`src/rtl/nlc_pkg.sv`:
```
package nlc_pkg;
  localparam int STEPS  = 5;
  localparam int LVL_W  = 4;
  localparam int GATE_N = 11;
  localparam real HALF_PI = 1.5707963267948966;

  typedef logic signed [LVL_W-1:0] level_t;
  typedef logic [GATE_N-1:0]       gate_t;

  // Topology switch pattern, bit 10 = SX ... bit 0 = P4
  function automatic gate_t level_pattern(input level_t lv);
    gate_t g;
    case (lv)
      4'sd5:   g = 11'h56A;
      4'sd4:   g = 11'h5C8;
      4'sd3:   g = 11'h589;
      4'sd2:   g = 11'h1D8;
      4'sd1:   g = 11'h199;
      4'sd0:   g = 11'h3D0;
      -4'sd1:  g = 11'h256;
      -4'sd2:  g = 11'h217;
      -4'sd3:  g = 11'h2B5;
      -4'sd4:  g = 11'h607;
      -4'sd5:  g = 11'h6A5;
      default: g = '0;
    endcase
    return g;
  endfunction

  // Elaboration-time firing threshold for step i at index k/full
  function automatic int unsigned step_thr(input int i, input int k,
                                           input int full, input int w);
    real x;
    real a;
    if (k == 0) return (32'd1 << w);
    x = (2.0 * i - 1.0) * full / (2.0 * STEPS * k);
    if (x > 1.0) return (32'd1 << w);
    a = $asin(x) / HALF_PI * (2.0 ** w);
    return $rtoi(a + 0.5);
  endfunction

  function automatic int reach_count(input int k, input int full, input int w);
    int c;
    c = 0;
    for (int i = 1; i <= STEPS; i++)
      if (step_thr(i, k, full, w) < (32'd1 << w)) c++;
    return c;
  endfunction
endpackage

```
`src/rtl/nlc_phase_accum.sv`:
```
module nlc_phase_accum #(
  parameter int PHASE_W = 32
) (
  input  logic               clk,
  input  logic               rst,
  input  logic               en,
  input  logic [PHASE_W-1:0] inc,
  output logic [PHASE_W-1:0] acc
);
  always_ff @(posedge clk) begin
    if (rst || !en) acc <= '0;
    else            acc <= acc + inc;
  end

  AST_PHASE_RESTART: assert property (@(posedge clk) disable iff (rst)
    !en |=> (acc == '0));
endmodule

```
`src/rtl/nlc_level_select.sv`:
```
module nlc_level_select
  import nlc_pkg::*;
#(
  parameter int PHASE_W = 32,
  parameter int THR_W   = 16,
  parameter int MI_W    = 4,
  parameter int MI_FULL = 10
) (
  input  logic               clk,
  input  logic               rst,
  input  logic               en,
  input  logic [MI_W-1:0]    mi,
  input  logic [PHASE_W-1:0] acc,
  output level_t             level_q,
  output logic               act_q
);
  localparam int MAG_W = $clog2(STEPS + 1);

  logic [THR_W:0]   thr_tab  [MI_FULL+1][STEPS];
  logic [MAG_W-1:0] reach_tab[MI_FULL+1];

  for (genvar k = 0; k <= MI_FULL; k++) begin : g_idx
    localparam int REACH = reach_count(k, MI_FULL, THR_W);
    assign reach_tab[k] = MAG_W'(REACH);
    for (genvar i = 0; i < STEPS; i++) begin : g_step
      localparam int unsigned TV = step_thr(i + 1, k, MI_FULL, THR_W);
      assign thr_tab[k][i] = (THR_W+1)'(TV);
    end
  end

  logic [MI_W-1:0]  mi_c;
  logic [THR_W-1:0] p_raw, p_eff;
  logic [MAG_W-1:0] mag, reach_sel;
  level_t           lvl_c;

  assign mi_c      = (mi > MI_W'(MI_FULL)) ? MI_W'(MI_FULL) : mi;
  assign reach_sel = reach_tab[mi_c];
  assign p_raw     = acc[PHASE_W-3 -: THR_W];
  assign p_eff     = acc[PHASE_W-2] ? ~p_raw : p_raw;

  always_comb begin
    mag = '0;
    for (int i = 0; i < STEPS; i++)
      if ({1'b0, p_eff} >= thr_tab[mi_c][i]) mag = mag + MAG_W'(1);
    lvl_c = acc[PHASE_W-1] ? -level_t'(mag) : level_t'(mag);
  end

  always_ff @(posedge clk) begin
    if (rst || !en) begin
      level_q <= '0;
      act_q   <= 1'b0;
    end else begin
      level_q <= lvl_c;
      act_q   <= 1'b1;
    end
  end

  AST_NEG_HALF: assert property (@(posedge clk) disable iff (rst)
    (level_q < 0) |-> $past(acc[PHASE_W-1]));
  AST_POS_HALF: assert property (@(posedge clk) disable iff (rst)
    (level_q > 0) |-> !$past(acc[PHASE_W-1]));
  AST_MAG_LIMIT: assert property (@(posedge clk) disable iff (rst)
    (level_q <= $signed({1'b0, $past(reach_sel)})) &&
    (level_q >= -$signed({1'b0, $past(reach_sel)})));
endmodule

```
`src/rtl/nlc_gate_blank.sv`:
```
module nlc_gate_blank
  import nlc_pkg::*;
#(
  parameter int BLANK_W = 8
) (
  input  logic               clk,
  input  logic               rst,
  input  logic               en,
  input  logic               act,
  input  level_t             level,
  input  logic [BLANK_W-1:0] blank,
  output gate_t              gate_q
);
  localparam int SINCE_W = BLANK_W + 1;

  gate_t              tgt, prev_q;
  logic [BLANK_W-1:0] cnt_q;
  logic               chg, allow;
  logic [SINCE_W-1:0] since_q;

  assign tgt   = act ? level_pattern(level) : '0;
  assign chg   = (tgt != prev_q);
  assign allow = chg ? (blank == '0) : (cnt_q <= BLANK_W'(1));

  always_ff @(posedge clk) begin
    if (rst || !en) begin
      gate_q <= '0;
      prev_q <= '0;
      cnt_q  <= '0;
    end else begin
      gate_q <= tgt & (gate_q | {GATE_N{allow}});
      prev_q <= tgt;
      if (chg)               cnt_q <= blank;
      else if (cnt_q != '0)  cnt_q <= cnt_q - BLANK_W'(1);
    end
  end

  // Checker state: clocks since the last target change
  always_ff @(posedge clk) begin
    if (rst || !en)            since_q <= '0;
    else if (chg)              since_q <= '0;
    else if (since_q != '1)    since_q <= since_q + SINCE_W'(1);
  end

  AST_ON_AFTER_BLANK: assert property (@(posedge clk) disable iff (rst)
    (|(gate_q & ~$past(gate_q))) |-> ({1'b0, blank} <= since_q));
  AST_GATE_IN_TARGET: assert property (@(posedge clk) disable iff (rst)
    (gate_q & ~$past(tgt)) == '0);
endmodule

```
`src/rtl/nlc_staircase_gen.sv`:
```
module nlc_staircase_gen
  import nlc_pkg::*;
#(
  parameter int PHASE_W = 32,
  parameter int THR_W   = 16,
  parameter int MI_W    = 4,
  parameter int MI_FULL = 10,
  parameter int BLANK_W = 8
) (
  input  logic                    clk,
  input  logic                    rst,
  input  logic                    en,
  input  logic [MI_W-1:0]         mod_index,
  input  logic [PHASE_W-1:0]      phase_inc,
  input  logic [BLANK_W-1:0]      blank_cycles,
  output logic [GATE_N-1:0]       gate,
  output logic signed [LVL_W-1:0] level
);
  logic [PHASE_W-1:0] acc;
  level_t             level_q;
  logic               act_q;
  gate_t              gate_q;

  nlc_phase_accum #(.PHASE_W(PHASE_W)) u_phase (
    .clk(clk), .rst(rst), .en(en), .inc(phase_inc), .acc(acc)
  );

  nlc_level_select #(
    .PHASE_W(PHASE_W), .THR_W(THR_W), .MI_W(MI_W), .MI_FULL(MI_FULL)
  ) u_level (
    .clk(clk), .rst(rst), .en(en), .mi(mod_index), .acc(acc),
    .level_q(level_q), .act_q(act_q)
  );

  nlc_gate_blank #(.BLANK_W(BLANK_W)) u_blank (
    .clk(clk), .rst(rst), .en(en), .act(act_q), .level(level_q),
    .blank(blank_cycles), .gate_q(gate_q)
  );

  assign gate  = gate_q;
  assign level = level_q;

  AST_IDLE_OFF: assert property (@(posedge clk) disable iff (rst)
    !en |=> ((gate == '0) && (level == '0)));
endmodule

```
`config.mk`:
```
export PLATFORM = sky130hd
export DESIGN_NAME = nlc_staircase_gen
export DESIGN_NICKNAME = d
export VERILOG_FILES = /design/src/rtl/nlc_pkg.sv /design/src/rtl/nlc_phase_accum.sv /design/src/rtl/nlc_level_select.sv /design/src/rtl/nlc_gate_blank.sv /design/src/rtl/nlc_staircase_gen.sv
export SDC_FILE = /design/constraint.sdc
export NUM_CORES = 1
export LEC_CHECK = 0
export BUFFER_PORTS_ARGS = -buffer_cell sky130_fd_sc_hd__buf_2
export CELL_PAD_IN_SITES_DETAIL_PLACEMENT = 1
export CELL_PAD_IN_SITES_GLOBAL_PLACEMENT = 2
export CORE_MARGIN = 4
export CORE_UTILIZATION = 33
export DETAILED_ROUTE_END_ITERATION = 8
export PLACE_DENSITY = 0.81
export SYNTH_ARGS = -nofsm -noshare
export SYNTH_HDL_FRONTEND = slang
export SYNTH_SLANG_ARGS = --single-unit
```
`constraint.sdc`:
```
create_clock -name clk -period 6.1 [get_ports clk]
set_input_delay 0.305 -clock clk [delete_from_list [all_inputs] [get_ports clk]]
set_output_delay 0.305 -clock clk [all_outputs]
set_load 0.005 [all_outputs]
```
# == Word-level counts from Yosys, hierarchy flattened ==
# Memory sizes are Yosys's and may differ from the RTL's.
# Index checks and enable logic that the tools add are counted.
# word_totals
register_bits,67
mem_bits_ro,1536
input_bits,47
out_inout_bits,15
word_cells,51
memories,2
# memory_table
memory,depth,word_bits,rd,rd_ports_with_merged_regs,write_ports,line_no,source
(no name shown),16,85,1,0,0,nlc_level_select.sv:44,"if ({1'b0, p_eff} >= thr_tab[mi_c][i]) mag = mag + MAG_W'(1);"
(no name shown),16,11,1,0,0,nlc_pkg.sv:13,case (lv)
# classes
addsub,7
magnitude_cmp,8
n_eq_ne,1
muxes,15
bitwise_logic,5
n_reduce_logical,6
# ops
operator,count
two-way mux 85 bit,2
greater-or-equal comparator 16 x 17 -> 1 bit,5
adder 32 bit,1
two-way mux 16 bit,1
two-way mux 8 bit,2
inverter 16 bit,1
two-way mux 3 bit,5
bitwise AND 11 bit,1
two-way mux 11 bit,1
!= test 11 bit,1
OR 11 bit,1
"adder 3 x 1 -> 3 bit, second input constant",3
"less-or-equal comparator 8 x 1 -> 1 bit, second input constant",1
logical NOT 8 bit,1
nonzero test 8 bit,1
"subtractor 8 x 1 -> 8 bit, second input constant",1
"greater-or-equal comparator 5 bit, second input constant",1
inverter 4 -> 5 bit,1
"greater-than comparator 4 bit, second input constant",1
two-way mux 4 bit,1
negation 3 -> 4 bit,1
two-way mux 1 bit,3
"adder 1 x 1 -> 2 bit, second input constant",1
nonzero test 2 bit,1
other kinds (4),4

# == Longest topological paths before layout ==
# Gate-level depths: netlist of the first run.
# depth
depth_word,18
depth_mapped,30
ltp_nobuf,29

# == Modules after synthesis ==
# Synthesis of the first run repeated with hierarchy kept, for this count alone.
# hier_totals
cells_unflattened,868
area_unflattened_um2,6914.1
# by_module_without_submodules
mod,n_inst,cells_per_inst,area_each_um2,seq_area_each_um2
nlc_level_select,1,336,2665.1,100.1
nlc_phase_accum,1,337,2635.0,640.6
nlc_gate_blank,1,195,1614.0,600.6

# == Worst setup path after synthesis of the first run ==
# Ideal clock, no wire load.
# synth_path
kind,input port to flip-flop
startpoint,input mod_index[1]
endpoint,register u_level.level_q[2]
setup_ns,0.128
arrival_time_ns,5.878
t_required_ns,5.972
slack_ns,0.094
path_stages,29
n_path_buf,1
cell_sequence,clkbuf_1 o21ai_0 nand2_1 ha_1 nor2_1 nor2_1 ha_1 nor2b_1 o21a_1 o21a_1 o21ai_0 nand2b_1 a21oi_1 o21ai_0 a31o_2 a41oi_1 ha_1 inv_1 xnor2_1 ha_1 mux2_2 ha_1 nor2b_1 o21bai_1 ha_1 nand2b_1 xnor2_1 xnor2_1 nor2_1
# synth_via
elab_chain_cells,18
elab_cells_between_ends,22
cone_classes,add/sub (5); order compare (6); mux (9); bitwise (1); memory (1)
# synth_lines
element,line_no,source
start: declaration,nlc_staircase_gen.sv:13,"input logic [MI_W-1:0] mod_index,"
greater-than comparator 4 bit,nlc_level_select.sv:36,assign mi_c = (mi > MI_W'(MI_FULL)) ? MI_W'(MI_FULL) : mi;
two-way mux 4 bit (*),nlc_level_select.sv:36,
inverter 4 -> 5 bit (*),-,
memory (16 x 85 bit) (*),-,
two-way mux 85 bit (implied by the code) (*) (2 in series),nlc_level_select.sv:44,
greater-or-equal comparator 16 x 17 -> 1 bit,nlc_level_select.sv:44,
two-way mux 1 bit,nlc_level_select.sv:44,
adder 1 x 1 -> 2 bit,nlc_level_select.sv:44,
two-way mux 3 bit,nlc_level_select.sv:44,
adder 3 x 1 -> 3 bit,nlc_level_select.sv:44,
two-way mux 3 bit,nlc_level_select.sv:44,
adder 3 x 1 -> 3 bit,nlc_level_select.sv:44,
two-way mux 3 bit,nlc_level_select.sv:44,
adder 3 x 1 -> 3 bit,nlc_level_select.sv:44,
two-way mux 3 bit (*),nlc_level_select.sv:44,
negation 3 -> 4 bit,nlc_level_select.sv:45,lvl_c = acc[PHASE_W-1] ? -level_t'(mag) : level_t'(mag);
two-way mux 3 bit (*),nlc_level_select.sv:45,
end signal: assignment,nlc_level_select.sv:53,level_q <= lvl_c;
end: declaration,nlc_level_select.sv:14,"output level_t level_q,"
# Mark *: on every way between the ends. The rest lies on a longest branch, timed or not. The select of a mux whose other input is x is not followed.
# A chain may end at the register's enable or synchronous reset.

# == Worst setup path after layout of the first run ==
# layout_path
startpoint,input mod_index[3]
endpoint,register u_level.level_q[2]
# The elaborated chain is that of the path after synthesis.

==> results of run 1 <==
==> flip-flops by register name (all words and copies together), names as in the netlist <==
| signal | cells |
|---|---|
| u_blank.cnt_q | 8 |
| u_blank.gate_q | 11 |
| u_blank.prev_q | 11 |
| u_level.act_q | 1 |
| u_level.level_q | 4 |
| u_phase.acc | 32 |
==> layer usage <==
metal,global-route usage,up-vias,wire length [um]
met2,0.283,95,8540
li1,-,3094,-
met5,0,-,0
met1,0.233,2860,9070
met4,0.0563,0,418
met3,0.0245,28,769
==> worst paths after layout <==
check	end	depth (start not counted)
max reg2reg	u_level.level_q[2]	22
min reg2reg	u_blank.gate_q[9]	1
max	u_level.level_q[2]	29
min	u_blank.cnt_q[3]	3
==> power by group <==
group	internal (mW)	switching, mW	total, mW
Sequential	0.468	0.0425	0.510
Combinational	0.380	0.486	0.866
Clock	0.373	0.213	0.586
==> logic make-up (layout without fill, tap and decap cells) <==
kind of cell               Yosys count  after routing  synth area share
adders and majority gates          119            119             0.226
xor gates and xnor gates            60             60            0.0794
muxes                               11             11            0.0189
DFF                                 67             67             0.203
and+or+nand+nor                    266            266             0.208
AOI/OAI and AO/OA                  227            227             0.226
buffers and inverters               57            132            0.0389
==> cell usage in the layout, fill, tap and decap left out, types with 4 or more instances in the layout <==
cell and instances:
a21oi_1 66, o21a_1 26, and3_1 13, a211oi_1 15
nor3b_1 4, inv_1 34, nor4_1 13, nand2b_1 17
o21ai_1 4, and2_1 10, o211ai_1 8, mux2i_1 8
nor2_1 64, nand4_1 9, a31oi_1 4, or3_1 4
xnor2_1 24, dfxtp_1 67, nor2b_1 18, o21bai_1 6
nand3_1 22, xor2_1 36, nand2_1 58, a21o_1 18
buf_4 21, clkbuf_16 9, o31ai_1 6, buf_2 61
ha_1 118, nor3_1 18, o21ai_0 35
==> worst max-delay path: cells and delay by family <==
family          cells  cell delay [ns]
compound gates     10             1.81
fa+ha+maj           6             1.57
xor+xnor            3             0.38
mux                 1             0.26
simple gates        6             0.71
buf+inv             3             0.51
==> stage by stage <==
stage	setup slack, ns	hold slack, ns
finish	0.773	0.220
global route	0.341	0.229
CTS	0.782	0.213
detailed placement	0.446	0.451
global placement	0.474	0.443
floorplan	0.0943	0.441
==> final cells by class <==
| type | count | area [sq um] | share of cell area |
|---|---|---|---|
| clock buffer | 10 | 239 | 0.0314 |
| sequential | 67 | 1340 | 0.176 |
| clock inverter | 6 | 93.8 | 0.0123 |
| multi-input combinational | 683 | 5020 | 0.659 |
| inverter | 34 | 128 | 0.0167 |
| tap | 265 | 332 | 0.0435 |
| timing repair buffer | 82 | 463 | 0.0607 |
==> results.toml, run 1 <==
[power]
vdd_ir_drop_max_mv = 0.147
p_leak_nw = 3.54
power_density_nw_per_um2 = 258
p_total_mw = 1.96

[logic_synthesis]
synth-seq-cells = 67
syn-cell-area_sq_um = 6620
seq_area_frac_synth = 0.203
yosysTopAreaCellShare = 0.223
synth_top_area_cell = "ha_1"
ys_types = 71
syn_inst = 807
postSynthAreaPerCell_sq_um = 8.20
syn-num-nets = 973
async_flop_share = 0
ys_top_cells_by_count = "ha_1, dfxtp_1, a21oi_1, nor2_1, nand2_1"
synth_most_common_cell = "ha_1"
yosysWarningCount = 0
synthFlopType = "dfxtp_1"
synth_edf_count = 0
ys_top_cells_by_area = "ha_1, dfxtp_1, a21oi_1"

[final_layout]
num_antenna_cells = 0
fill_cells = 2429
final_layout_size_suffix_gt1_frac = 0.134
utilization = 0.389
fin_cells = 1147
area_delta_synth_final_pct = 15.1
layout.nets = 1043
design_area_sq_um = 7620

[setup_path]
arrival_ns = 5.53
slowest_stage = "ha_1"
critPathMaxFanout = 16
r2r_setup_slack_ns = 0.91
cp-startpoint = "mod_index[3]"
cp.required_ns = 6.31
reg2reg_from = "u_phase.acc[30]"
worst_path_largest_cell_delay_ns = 0.31
endpoint_kind = "register"
path_class = "in2reg"
crit_top_cell = "ha_1"
critPathLaunchType = "input pin"

[place]
dp_cells = 1131
port_buffers = 61
dp_hpwl_um = 15200
placedInstanceArea_sq_um = 7290
routabilityCongestion = 0.911

[route]
avgViaCountPerCell = 5.30
wl_per_cell_um = 16.4
drt_iter0_markers = 236
num_vias = 6077
antenna_left = 0
wirelength_um = 18800
drc = 0
drt_pass1_iterations = 4

[timing]
finClkSkew_ns = 0.00973
slew_headroom = 0.357
final_max_slew_viol_count = 0
hold_violations = 0
period_minus_slack_ns = 5.33
finalSetupViolCount = 0
worstMarginPinSlew_ns = 0.938
fin_crit_sh = 0.873
fin_setup_tns_ns = 0
max_freq_mhz = 188
rsz0062_at_grt = "no"

[die]
start_util = 0.338
die_w_um = 150
core-area_sq_um = 19600
dieArea_sq_um = 22400
num_rows = 51
ioPinCount = 62
die_h_um = 150

[global_routing]
grt_pass1_vias = 6368
grtUsageTotal = 0.172
grt_max_degree = 42
grt_antenna_before_repair = 0
grt_overflow = 0
grt_pass1_wl_um = 31700

[clock_tree]
htreeDepth = 3
cts_setup_buffers = 0
clock_latency_ns = 0.34
ctsResizeCount = 0
clock-root-buffer = "clkbuf_16"
cts_tree = "done"
clk_pin_slew_worst_paths_ns = 0.06
cts-buffers-inserted = 9
cts_sinks = 67
cts_buffer_depth = 2
cts.hold.buffers_added = 0

[run_status]
status = "completed"

[job]
cap_violations = 0

[hold_path]
holdCritPathClass = "in2reg"
worstHoldStart = "blank_cycles[3]"
Note: power is estimated with default switching activity, not from simulation.
==> run 2, diff against run 1 <==
--- a/config.mk
+++ b/config.mk
@@ -9,9 +9,11 @@
 export CELL_PAD_IN_SITES_DETAIL_PLACEMENT = 1
 export CELL_PAD_IN_SITES_GLOBAL_PLACEMENT = 2
 export CORE_MARGIN = 4
-export CORE_UTILIZATION = 33
+export CORE_UTILIZATION = 34
+export CTS_BUF_LIST = sky130_fd_sc_hd__clkbuf_2 sky130_fd_sc_hd__clkbuf_4 sky130_fd_sc_hd__clkbuf_8
+export CTS_CLUSTER_DIAMETER = 100
 export DETAILED_ROUTE_END_ITERATION = 8
-export PLACE_DENSITY = 0.81
+export PLACE_DENSITY = 0.83
 export SYNTH_ARGS = -nofsm -noshare
 export SYNTH_HDL_FRONTEND = slang
 export SYNTH_SLANG_ARGS = --single-unit
==> results.toml, run 2 (synthesis results as in run 1) <==
[die]
die_w_um = 148
num_rows = 50
core-area_sq_um = 19000
ioPinCount = 62
start_util = 0.349
dieArea_sq_um = 21800
die_h_um = 148

[route]
drt_pass1_iterations = 4
wirelength_um = 18700
wl_per_cell_um = 16.4
drt_iter0_markers = 193
drc = 0
antenna_left = 0
avgViaCountPerCell = 5.36
num_vias = 6131

[place]
port_buffers = 61
dp_hpwl_um = 15000
place_ws_ns = 0.479
routabilityCongestion = 0.924

[hold_path]
holdCritPathClass = "in2reg"
worstHoldStart = "blank_cycles[2]"
min_to = "u_blank.cnt_q[2]"
holdPathStages = 3

[clock_tree]
cts_setup_buffers = 0
cts.hold.buffers_added = 0
ctsResizeCount = 0
cts-buffers-inserted = 9
cts_buffer_depth = 2
clk_pin_slew_worst_paths_ns = 0.08
clock_latency_ns = 0.35
cts_sinks = 67
htreeDepth = 3
clock-root-buffer = "clkbuf_8"
cts_tree = "done"

[final_layout]
area_delta_synth_final_pct = 13.3
largest_registers = "u_phase.acc (32), u_blank.gate_q (11), u_blank.prev_q (11)"
layout.nets = 1045
num_antenna_cells = 0
top_register = "u_phase.acc"
largest_register_ffs = 32
final_cell_mix = "ha_1, dfxtp_1, a21oi_1, nor2_1, buf_2"
final_common_cell = "ha_1"
final_layout_size_suffix_gt1_frac = 0.136

[power]
p_leak_nw = 3.49
power_frac_comb = 0.490
power_density_nw_per_um2 = 235
pwr-share-seq = 0.289
p_switching_mw = 0.719
power.share.clock = 0.220
vdd_ir_drop_max_mv = 0.145
p_total_mw = 1.77
p_sw_frac = 0.407
power.internal_mw = 1.05

[timing]
fin_crit_sh = 0.866
max_freq_mhz = 189
rsz0062_at_grt = "no"
holdWs_ns = 0.201
hold_violations = 0
finClkSkew_ns = 0.0140
period_minus_slack_ns = 5.28
final_max_slew_viol_count = 0
worst_slack_ns = 0.816
slew_headroom = 0.322
finalSetupViolCount = 0
worstMarginPinSlew_ns = 0.989
fin_setup_tns_ns = 0

[setup_path]
r2r_cells = 23
r2r_end = "u_level.level_q[2]"
critPathMaxFanout = 12
reg2reg_from = "u_phase.acc[30]"
slowest_stage = "ha_1"
arrival_ns = 5.51
crit_top_cell = "ha_1"
endpoint_kind = "register"
cp.required_ns = 6.33
worst_path_largest_cell_delay_ns = 0.32
r2r_setup_slack_ns = 1.00
critPathLaunchType = "input pin"
path_class = "in2reg"

[global_routing]
grt_util_met3 = 0.0267
grt_max_degree = 42
busiest_layer = "met2"
use_met2 = 0.293
grtUsageTotal = 0.171
grt_overflow = 0
grt_pass1_wl_um = 30900
gr-usage-met1 = 0.227
grt_pass1_vias = 6258
grt_antenna_before_repair = 1

[run_status]
status = "completed"

[job]
cap_violations = 0
run 2: cell types whose count changed in the layout (fill, tap and decap cells not counted), sizes merged:
cell | before | now
buf | 82 | 84
clkinvlp | 1 | 2
bufinv | 2 | 1
run 2: metal layers:
layer  part of all wire  vias up  wire, um
met1               0.48     2926      8960
met5            0.00043        -         8
met2               0.47       85      8710
met4              0.015        2       273
met3              0.040       19       756
li1                   -     3099         -
run 2: area by class of cell:
cell class,count,area [sq um]
Fill cell,2327,11500
Multi-Input combinational cell,683,5020
Sequential cell,67,1340
Timing Repair Buffer,84,478
Tap cell,260,325
Clock buffer,10,131
Inverter,34,128
Clock inverter,6,71.3
run 2: how the worst max path moves through the flow:
stage / startpoint / to / depth (start not counted)
6_report: mod_index[3] / u_level.level_q[2] / 29
5_1_grt: mod_index[1] / u_level.level_q[2] / 29
4_1_cts: mod_index[3] / u_level.level_q[2] / 29
3_5_place_dp: mod_index[3] / u_level.level_q[2] / 29
3_3_place_gp: mod_index[3] / u_level.level_q[2] / 28
2_1_floorplan: mod_index[1] / u_level.level_q[2] / 29
run 2: per-stage QoR:
stage	util	std cells	cell area (sq um)
6_report	0.396	1144	7500
2_1_floorplan	-	807	6620
4_1_cts	0.396	1144	7500
3_3_place_gp	0.385	1128	7300
3_5_place_dp	0.385	1128	7300
5_1_grt	0.396	1144	7500
run 2: power groups by stage:
stage	clock (mW)	sequential [mW]	combinational, mW
after floorplan	0	0.497	0.661
after detailed placement	0	0.521	0.864
after global routing	0.427	0.518	0.983
after global placement	0	0.519	0.852
final	0.389	0.511	0.866
after CTS	0.409	0.510	0.871
run 2: worst max-delay path: cells and delay by family:
kind / cells / cell delay [ns]
AND/OR/NAND/NOR: 6 / 0.70
XOR/XNOR: 3 / 0.37
AO/OA/AOI/OAI: 10 / 1.77
adder cells (fa/ha/maj): 6 / 1.59
buffers and inverters: 3 / 0.49
multiplexers: 1 / 0.26
==> run 3, diff against run 2 <==
--- a/config.mk
+++ b/config.mk
@@ -14,6 +14,7 @@
 export CTS_CLUSTER_DIAMETER = 100
 export DETAILED_ROUTE_END_ITERATION = 8
 export PLACE_DENSITY = 0.83
+export RECOVER_POWER = 25
 export SYNTH_ARGS = -nofsm -noshare
 export SYNTH_HDL_FRONTEND = slang
 export SYNTH_SLANG_ARGS = --single-unit
==> results.toml, run 3 (synthesis results as in run 1) <==
[global_routing]
grt_max_degree = 42
grt_overflow = 0
grt_antenna_before_repair = 1
grtUsageTotal = 0.171
grt_pass1_vias = 6258
grt_pass1_wl_um = 30900

[setup_path]
cp-startpoint = "mod_index[3]"
crit_top_cell = "ha_1"
slowest_stage = "ha_1"
cp.required_ns = 6.27
critPathMaxFanout = 12
critPathLaunchType = "input pin"
path_class = "in2reg"
reg2reg_from = "u_phase.acc[30]"
arrival_ns = 5.51
endpoint_kind = "register"
worst_path_largest_cell_delay_ns = 0.32

[route]
wl_per_cell_um = 16.4
drt_iter0_markers = 220
avgViaCountPerCell = 5.35
antenna_left = 0
num_vias = 6126
drt_pass1_iterations = 4
drc = 0
wirelength_um = 18700

[place]
routabilityCongestion = 0.924
port_buffers = 61
dp_hpwl_um = 15000

[die]
die_h_um = 148
dieArea_sq_um = 21800
num_rows = 50
die_w_um = 148
core-area_sq_um = 19000
start_util = 0.349
ioPinCount = 62

[clock_tree]
clock-root-buffer = "clkbuf_8"
ctsResizeCount = 0
cts_sinks = 67
cts-buffers-inserted = 9
htreeDepth = 3
clk_pin_slew_worst_paths_ns = 0.08
cts_setup_buffers = 0
clock_latency_ns = 0.35
cts_tree = "done"
cts.hold.buffers_added = 0
cts_buffer_depth = 2

[power]
p_switching_mw = 0.720
power.internal_mw = 1.05
power_frac_comb = 0.491
power_density_nw_per_um2 = 236
p_sw_frac = 0.407
pwr-share-seq = 0.289
vdd_ir_drop_max_mv = 0.145
power.share.clock = 0.220
p_leak_nw = 3.47

[final_layout]
top_register = "u_phase.acc"
area_delta_synth_final_pct = 13.1
num_antenna_cells = 0
final_layout_size_suffix_gt1_frac = 0.130
largest_registers = "u_phase.acc (32), u_blank.gate_q (11), u_blank.prev_q (11)"
final_cell_mix = "ha_1, dfxtp_1, a21oi_1, nor2_1, nand2_1"
largest_register_ffs = 32
layout.nets = 1045
final_common_cell = "ha_1"

[timing]
worstMarginPinSlew_ns = 2.12
finClkSkew_ns = 0.0143
rsz0062_at_grt = "no"
fin_crit_sh = 0.877
holdWs_ns = 0.201
period_minus_slack_ns = 5.35
fin_setup_tns_ns = 0
hold_violations = 0
finalSetupViolCount = 0
final_max_slew_viol_count = 42
max_freq_mhz = 187
slew_headroom = -0.413

[job]
cap_violations = 1

[run_status]
status = "finished, violations left"
violations = "capacitance limit, slew limit"

[hold_path]
holdCritPathClass = "in2reg"
worstHoldStart = "blank_cycles[2]"
-- run 3: final cells by class --
class	instances	area, sq um
fill	2329	11500
multi-input combinational	683	5020
inverter	34	128
clock inverter	6	71.3
sequential	67	1340
timing repair buffer	84	469
tap	260	325
clock buffer	10	131
-- run 3: power groups by stage --
stage	registers, mW	clock network [mW]	logic (mW)
after floorplan	0.497	0	0.661
after global placement	0.519	0	0.852
after detailed placement	0.521	0	0.864
after CTS	0.510	0.409	0.871
after global routing	0.518	0.427	0.983
final	0.511	0.389	0.867
-- run 3: critical path: cells and delay by family --
| family | cells | cell delay, ns |
|---|---|---|
| muxes | 1 | 0.26 |
| and+or+nand+nor | 6 | 0.70 |
| xor gates and xnor gates | 3 | 0.37 |
| AOI/OAI and AO/OA | 10 | 1.77 |
| adders and majority gates | 6 | 1.59 |
| buffers and inverters | 3 | 0.49 |
-- run 3: layer usage --
layer,vias to the layer above,global-route usage,part of all wire
met4,2,0.0410,0.015
met1,2926,0.227,0.48
met3,19,0.0267,0.030
met5,-,0,0.00043
met2,82,0.293,0.47
li1,3097,-,-
-- run 3: final timing paths --
kind	endpoint	slack, ns	depth (start not counted)
min reg2reg	u_blank.gate_q[8]	0.47	1
min	u_blank.cnt_q[2]	0.20	3
max	u_level.level_q[2]	0.75	29
max reg2reg	u_level.level_q[2]	0.98	23
-- run 3: metrics by stage --
step	utilization	instances	power, mW	setup slack, ns	cell area, sq um
5_1_grt	0.395	1144	1.93	0.359	7490
2_1_floorplan	-	807	1.16	0.0943	6620
3_5_place_dp	0.385	1128	1.39	0.479	7300
4_1_cts	0.396	1144	1.79	0.840	7500
3_3_place_gp	0.385	1128	1.37	0.543	7300
6_report	0.395	1144	1.77	0.753	7490
